## src/rtl/sfu_pkg.sv

```systemverilog
package sfu_pkg;
  typedef enum logic [2:0] {
    ACC_NONE    = 3'd0,
    ACC_RD_STAT = 3'd1,
    ACC_RD_RX   = 3'd2,
    ACC_WR_CTRL = 3'd3,
    ACC_WR_TX   = 3'd4
  } acc_e;

  localparam int NUM_SEQ_FLAGS = 2;
  localparam int IDX_OVF = 0;
  localparam int IDX_MF  = 1;
endpackage

```

## src/rtl/sfu_flag_reg.sv

```systemverilog
module sfu_flag_reg #(
  parameter logic RST_VAL = 1'b0
) (
  input  logic clk,
  input  logic rst_n,
  input  logic set_i,
  input  logic clr_i,
  output logic flag_o
);
  always_ff @(posedge clk or negedge rst_n) begin
    if (!rst_n)     flag_o <= RST_VAL;
    else if (set_i) flag_o <= 1'b1;
    else if (clr_i) flag_o <= 1'b0;
  end

  // set dominates a coincident clear
  p_set_wins_r8: assert property (@(posedge clk) disable iff (!rst_n)
    set_i |=> flag_o);
  // a lone clear drops the flag
  p_clear_takes_r4: assert property (@(posedge clk) disable iff (!rst_n)
    (clr_i && !set_i) |=> !flag_o);
  // a flag only falls after a clear
  p_fall_needs_clear_r7: assert property (@(posedge clk) disable iff (!rst_n)
    $fell(flag_o) |-> $past(clr_i));
endmodule

```

## src/rtl/sfu_clear_arm.sv

```systemverilog
module sfu_clear_arm
  import sfu_pkg::*;
#(
  parameter acc_e STEP = ACC_RD_RX
) (
  input  logic clk,
  input  logic rst_n,
  input  acc_e acc_i,
  input  logic flag_i,
  output logic clr_o
);
  logic armed_q;

  always_ff @(posedge clk or negedge rst_n) begin
    if (!rst_n) armed_q <= 1'b0;
    else begin
      case (acc_i)
        ACC_NONE:    armed_q <= armed_q;
        ACC_RD_STAT: armed_q <= flag_i;
        default:     armed_q <= 1'b0;
      endcase
    end
  end

  assign clr_o = armed_q && (acc_i == STEP);

  // arming only ever follows a status read
  p_arm_source_r4: assert property (@(posedge clk) disable iff (!rst_n)
    $rose(armed_q) |-> $past(acc_i == ACC_RD_STAT));
endmodule

```

## src/rtl/sfu_rx_hold.sv

```systemverilog
module sfu_rx_hold #(
  parameter int W = 8
) (
  input  logic         clk,
  input  logic         rst_n,
  input  logic         rx_valid_i,
  input  logic [W-1:0] rx_byte_i,
  input  logic         rd_rx_i,
  output logic [W-1:0] rx_data_o,
  output logic         ovf_set_o
);
  logic full_q;
  logic load;

  assign load      = rx_valid_i && (!full_q || rd_rx_i);
  assign ovf_set_o = rx_valid_i && full_q && !rd_rx_i;

  always_ff @(posedge clk or negedge rst_n) begin
    if (!rst_n) begin
      full_q    <= 1'b0;
      rx_data_o <= '0;
    end else begin
      if (load) begin
        full_q    <= 1'b1;
        rx_data_o <= rx_byte_i;
      end else if (rd_rx_i) begin
        full_q <= 1'b0;
      end
    end
  end

  // an overrun leaves the held byte alone
  p_keep_on_ovf_r3: assert property (@(posedge clk) disable iff (!rst_n)
    ovf_set_o |=> $stable(rx_data_o));
  // a byte into a free register is captured
  p_load_r2: assert property (@(posedge clk) disable iff (!rst_n)
    (rx_valid_i && !full_q) |=> (rx_data_o == $past(rx_byte_i)));
endmodule

```

## src/rtl/sfu_mode_fault.sv

```systemverilog
module sfu_mode_fault (
  input  logic clk,
  input  logic rst_n,
  input  logic en_i,
  input  logic master_i,
  input  logic mfen_i,
  input  logic busy_i,
  input  logic ss_i,
  output logic set_o,
  output logic owned_o
);
  logic ss_q;
  logic ss_rise;

  always_ff @(posedge clk or negedge rst_n) begin
    if (!rst_n) ss_q <= 1'b1;
    else        ss_q <= ss_i;
  end

  assign ss_rise = ss_i && !ss_q;
  assign set_o   = en_i && mfen_i && (master_i ? !ss_i : (busy_i && ss_rise));
  assign owned_o = en_i && !(master_i && !mfen_i);

  // a slave never faults while not busy
  p_slave_idle_r5: assert property (@(posedge clk) disable iff (!rst_n)
    (!master_i && !busy_i) |-> !set_o);
endmodule

```

## src/rtl/spi_flag_unit.sv

```systemverilog
module spi_flag_unit
  import sfu_pkg::*;
#(
  parameter int W = 8
) (
  input  logic         clk,
  input  logic         rst_n,
  input  logic         cfg_enable,
  input  logic         cfg_master,
  input  logic         cfg_mfault_en,
  input  logic         cfg_txie,
  input  logic         ss_in,
  input  logic         eng_busy,
  input  logic         eng_tx_load,
  input  logic         eng_rx_valid,
  input  logic [W-1:0] eng_rx_data,
  input  logic         bus_rd_status,
  input  logic         bus_rd_rxdata,
  input  logic         bus_wr_ctrl,
  input  logic         bus_wr_txdata,
  input  logic [W-1:0] bus_wdata,
  output logic [W-1:0] rx_data_q,
  output logic [W-1:0] tx_data_q,
  output logic         flag_ovf,
  output logic         flag_mfault,
  output logic         flag_txe,
  output logic         irq,
  output logic         ss_owned,
  output logic         wr_collision
);
  localparam acc_e STEPS [NUM_SEQ_FLAGS] = '{ACC_RD_RX, ACC_WR_CTRL};

  acc_e acc;
  logic [NUM_SEQ_FLAGS-1:0] seq_set, seq_clr, seq_flag;
  logic ovf_set, mf_set, tx_accept;

  always_comb begin
    if (bus_rd_status)      acc = ACC_RD_STAT;
    else if (bus_rd_rxdata) acc = ACC_RD_RX;
    else if (bus_wr_ctrl)   acc = ACC_WR_CTRL;
    else if (bus_wr_txdata) acc = ACC_WR_TX;
    else                    acc = ACC_NONE;
  end

  sfu_rx_hold #(.W(W)) u_rx (
    .clk(clk), .rst_n(rst_n), .rx_valid_i(eng_rx_valid), .rx_byte_i(eng_rx_data),
    .rd_rx_i(bus_rd_rxdata), .rx_data_o(rx_data_q), .ovf_set_o(ovf_set)
  );

  sfu_mode_fault u_mf (
    .clk(clk), .rst_n(rst_n), .en_i(cfg_enable), .master_i(cfg_master),
    .mfen_i(cfg_mfault_en), .busy_i(eng_busy), .ss_i(ss_in),
    .set_o(mf_set), .owned_o(ss_owned)
  );

  assign seq_set[IDX_OVF] = ovf_set;
  assign seq_set[IDX_MF]  = mf_set;

  for (genvar g = 0; g < NUM_SEQ_FLAGS; g++) begin : g_seq
    sfu_clear_arm #(.STEP(STEPS[g])) u_arm (
      .clk(clk), .rst_n(rst_n), .acc_i(acc), .flag_i(seq_flag[g]), .clr_o(seq_clr[g])
    );
    sfu_flag_reg #(.RST_VAL(1'b0)) u_flag (
      .clk(clk), .rst_n(rst_n), .set_i(seq_set[g]), .clr_i(seq_clr[g]), .flag_o(seq_flag[g])
    );
  end

  assign flag_ovf    = seq_flag[IDX_OVF];
  assign flag_mfault = seq_flag[IDX_MF];

  assign tx_accept = bus_wr_txdata && flag_txe;

  sfu_flag_reg #(.RST_VAL(1'b1)) u_txe (
    .clk(clk), .rst_n(rst_n), .set_i(eng_tx_load), .clr_i(tx_accept), .flag_o(flag_txe)
  );

  always_ff @(posedge clk or negedge rst_n) begin
    if (!rst_n) begin
      tx_data_q    <= '0;
      wr_collision <= 1'b0;
    end else begin
      if (tx_accept) tx_data_q <= bus_wdata;
      wr_collision <= bus_wr_txdata && !flag_txe;
    end
  end

  assign irq = flag_txe && cfg_txie;

  // the register bus issues at most one access per cycle
  p_one_access_r4: assert property (@(posedge clk) disable iff (!rst_n)
    $onehot0({bus_rd_status, bus_rd_rxdata, bus_wr_ctrl, bus_wr_txdata}));
  // refused write keeps the holding byte and pulses
  p_collision_r10: assert property (@(posedge clk) disable iff (!rst_n)
    (bus_wr_txdata && !flag_txe) |=> (wr_collision && $stable(tx_data_q)));
  // accepted write empties nothing until the shifter takes it
  p_txe_clear_r9: assert property (@(posedge clk) disable iff (!rst_n)
    (bus_wr_txdata && flag_txe && !eng_tx_load) |=> !flag_txe);
  // master with detection sees a low select as fault
  p_master_fault_r6: assert property (@(posedge clk) disable iff (!rst_n)
    (cfg_enable && cfg_master && cfg_mfault_en && !ss_in) |=> flag_mfault);
  // detection off never raises the fault
  p_no_fault_off_r5: assert property (@(posedge clk) disable iff (!rst_n)
    (!cfg_mfault_en && !flag_mfault) |=> !flag_mfault);
endmodule

```

## config.mk

```make
export PLATFORM = sky130hd
export DESIGN_NAME = spi_flag_unit
export DESIGN_NICKNAME = d
export VERILOG_FILES = /design/src/rtl/sfu_pkg.sv /design/src/rtl/sfu_flag_reg.sv /design/src/rtl/sfu_clear_arm.sv /design/src/rtl/sfu_rx_hold.sv /design/src/rtl/sfu_mode_fault.sv /design/src/rtl/spi_flag_unit.sv
export SDC_FILE = /design/constraint.sdc
export NUM_CORES = 1
export LEC_CHECK = 0
export BUFFER_PORTS_ARGS = -buffer_cell sky130_fd_sc_hd__buf_2
export CAP_MARGIN = 40
export CORE_MARGIN = 5
export CORE_UTILIZATION = 44
export CTS_CLUSTER_DIAMETER = 60
export DETAILED_ROUTE_END_ITERATION = 8
export GPL_TIMING_DRIVEN = 0
export PLACE_DENSITY = 0.81
export SYNTH_ARGS = -nofsm -noshare
export SYNTH_HDL_FRONTEND = slang
export SYNTH_HIERARCHICAL = 1
export SYNTH_SLANG_ARGS = --single-unit
```

## constraint.sdc

```tcl
create_clock -name clk -period 1.3 [get_ports clk]
set_input_delay 0.26 -clock clk [delete_from_list [all_inputs] [get_ports clk]]
set_output_delay 0.26 -clock clk [all_outputs]
set_load 0.03 [all_outputs]
```

==> qor.txt <==
Status -> complete, but fails checks
Failing checks -> setup timing
Via count -> 732
Share of layout cells above drive strength 1 -> 65.1%
First-pass GRT wire length -> 3680 um
Drt first pass iters -> 4
Final setup vio count -> 2
Wirelength per Cell -> 13.9 um
RSZ-0062 raised after global routing -> true
Largest family of logic cells by synthesized area -> multiplexers
Gr usage total -> 14.0%
Switching pwr -> 615 uW
Ranking of synthesized cells by area -> dfrtp_1 (53%), mux2_4 (12%), mux2_2 (8.6%)
Die X -> 58.7 um
Lkg Pwr -> 0.000747 uW
CTS tree -> built
Gate Count Post-Synth -> 72
Port Buffers -> 51
CTS clock-pin slew for the worst setup and hold paths -> 0.12 ns
Crit path DAT -> 1.12 ns
XOR/XNOR Fraction of Synth Area -> 0%
Pint -> 1280 uW
Clk_lat worst skew -> 0.30 ns
Post-Route WL -> 2180 um
Die Y -> 58.7 um
Largest net degree at the start of global routing -> 25
Mapped cell area -> 1040 um^2
Cell accounting for the most synthesized area -> dfrtp_1
Clock power frac -> 19.6%
Vias in the first global route -> 822
Worst hold path type -> input port to register
Max-slew violations -> 0
Starting density of the core -> 46.7%
Total core area -> 2230 um^2
Max_cap viols -> 0
Cell Rows -> 17
Initial antenna violation count -> 0
Fin crit period -> 1.38 ns
N_diodes -> 0
Avg Cell Area, Syn -> 14.5 um^2
Die ar. -> 3450 um^2
Power share of the sequential group -> 48.7%
Initial DRC Count -> 13
Maximum vdd drop -> 0.000637 V
Crit path largest cell delay -> 0.57 ns
CP Launch Type -> register
Crit path cell chain -> and2_4 -> buf_6
CTS Buf Count -> 3
Mux cell area share after synthesis -> 22.1%
Critical path capture point type -> output port
Worst path depth -> 2
Max clock buf depth -> 2
Filler cells -> 194
Antenna Nets Post-Route -> 0
Share of the synthesized area in the top cell type -> 52.8%
Synth Register Bits -> 24
Syn Nets -> 102
Slowest CP cell -> dfstp_2
WS Path Type -> register to output port
Most frequent cells in the layout -> buf_2 (49), dfrtp_1 (22), mux2_2 (8), mux2_4 (8), inv_1 (7)
Post-Synth Adder-Cell Area -> 0%
Final period utilization -> 106%
Multi-input combinational cell area -> 422 um^2
Register area share after synthesis -> 57.8%
I/O Pins -> 52
Register Area -> 603 um^2
Clock Tree Root -> clkbuf_4
CTS H-tree lvls -> 1
Slew HR -> 65.8%
Via/cell ratio -> 4.66
Most common cell after layout, fill and taps aside -> buf_2
Area Overhead vs Synth -> 34.5%
Max FO, Critical Path -> 4
Pre-CTS setup slack -> -0.0790 ns
Switching share of power -> 32.5%
Slew @ Worst Pin -> 0.513 ns
Final RePlAce weighted congestion -> 0.625
NumNets Final -> 160
Crit path max-delay family -> flip-flops
WP data required -> 1.04 ns
Share of total power in combinational logic -> 31.7%
Final hold slack -> 0.0661 ns
Max frequency -> 723 MHz
Half-perimeter wire length after placement -> 1790 um
Total clock sinks -> 24
Worst hold path depth -> 1
Remaining DRCs -> 0
Pwr per Cell Area -> 1350 nW/um^2
Grt ovf -> 0
Compound-gate portion of the synthesized area -> 4.08%
CP bufs+invs -> 1
PnR worst setup slack -> -0.0829 ns
Post-Synth Simple-Gate Area -> 13.5%
Reg2reg path depth -> 3
Clk_skew -> 0.00475 ns
Hold Fails Final Rpt -> 0
Synthesis Warnings -> 6
Synth unique cells -> 21
final cells by class:
class	count	area share, %
Multi-Input combinational cell	41	30.0
Inverter	7	1.87
Timing Repair Buffer	53	20.1
Clock buffer	4	2.58
Sequential cell	24	43.0
Tap cell	28	2.50
cell families (layout without fill, tap and decap cells):
| family | Yosys count | in the layout |
|---|---|---|
| flops | 24 | 24 |
| mux | 18 | 18 |
| simple gates | 17 | 17 |
| buf+inv | 7 | 64 |
| compound gates | 6 | 6 |
power groups by stage:
stage	Clock (uW)	Sequential (uW)	Combinational, uW
6_report	372	921	599
4_1_cts	391	921	607
5_1_grt	436	937	638
2_1_floorplan	0	1130	193
3_3_place_gp	0	930	576
3_5_place_dp	0	935	594
worst reg2reg max path, stage by stage (launching register included):
cell and delay (ns):
dfstp_2 0.57, buf_4 0.12, nand2_4 0.09, mux2_2 0.30
stage by stage:
stage          util [%]  total power [uW]  cell area, um^2  setup TNS, ns  cells
3_3_place_gp       60.0              1510             1340        -0.0127    151
5_1_grt            62.9              2010             1400         -0.209    157
3_5_place_dp       60.0              1530             1340         -0.141    151
4_1_cts            62.7              1920             1400         -0.137    157
2_1_floorplan         -              1320             1050              0     72
6_report           62.9              1890             1400         -0.103    157
state kept, by name (all words and copies together), names as in the netlist:
register	flops
g_seq.u_arm/armed_q	2
g_seq.u_flag/flag_o	2
tx_data_q	8
u_mf/ss_q	1
u_rx/full_q	1
u_rx/rx_data_o	8
u_txe/flag_o	1
wr_collision	1
synthesized netlist by cell type (all sizes together):
master	count
nand2	4
nand4bb	1
and4b	1
a21oi	1
dfstp	2
inv	7
and4bb	1
nor2	3
dfrtp	22
and2	1
nand2b	2
mux2i	2
and2b	1
nor3	2
mux2	16
a21o	4
nor4b	1
a21boi	1
what timing repair did:
action | in CTS | in global routing
setup endpoints to repair | 2 | 2
setup buffers | 1 | 0
hold endpoints to repair | 22 | 0
pin swaps | 0 | 0
resized for setup | 3 | 1
hold buffers | 1 | 0
per-layer routing:
| layer | share of wire (%) | track usage, % | routed length (um) |
|---|---|---|---|
| met3 | 8.3 | 4.17 | 182 |
| met2 | 55 | 26.2 | 1200 |
| met4 | 0.60 | 3.88 | 13 |
| met1 | 36 | 15.2 | 784 |
| met5 | 0 | 0 | 0 |
final timing paths:
path,from,to,slack [ns]
min in group asynchronous,rst_n,u_rx/full_q,0.45
hold reg to reg,u_rx/rx_data_o[7],u_rx/rx_data_o[7],0.52
hold / removal,ss_in,u_mf/ss_q,0.07
setup / recovery,u_txe/flag_o,irq,-0.08
setup reg to reg,u_txe/flag_o,tx_data_q[3],0.12
max in group asynchronous,rst_n,u_mf/ss_q,0.48
No activity file was read; power rests on OpenSTA's default activity.
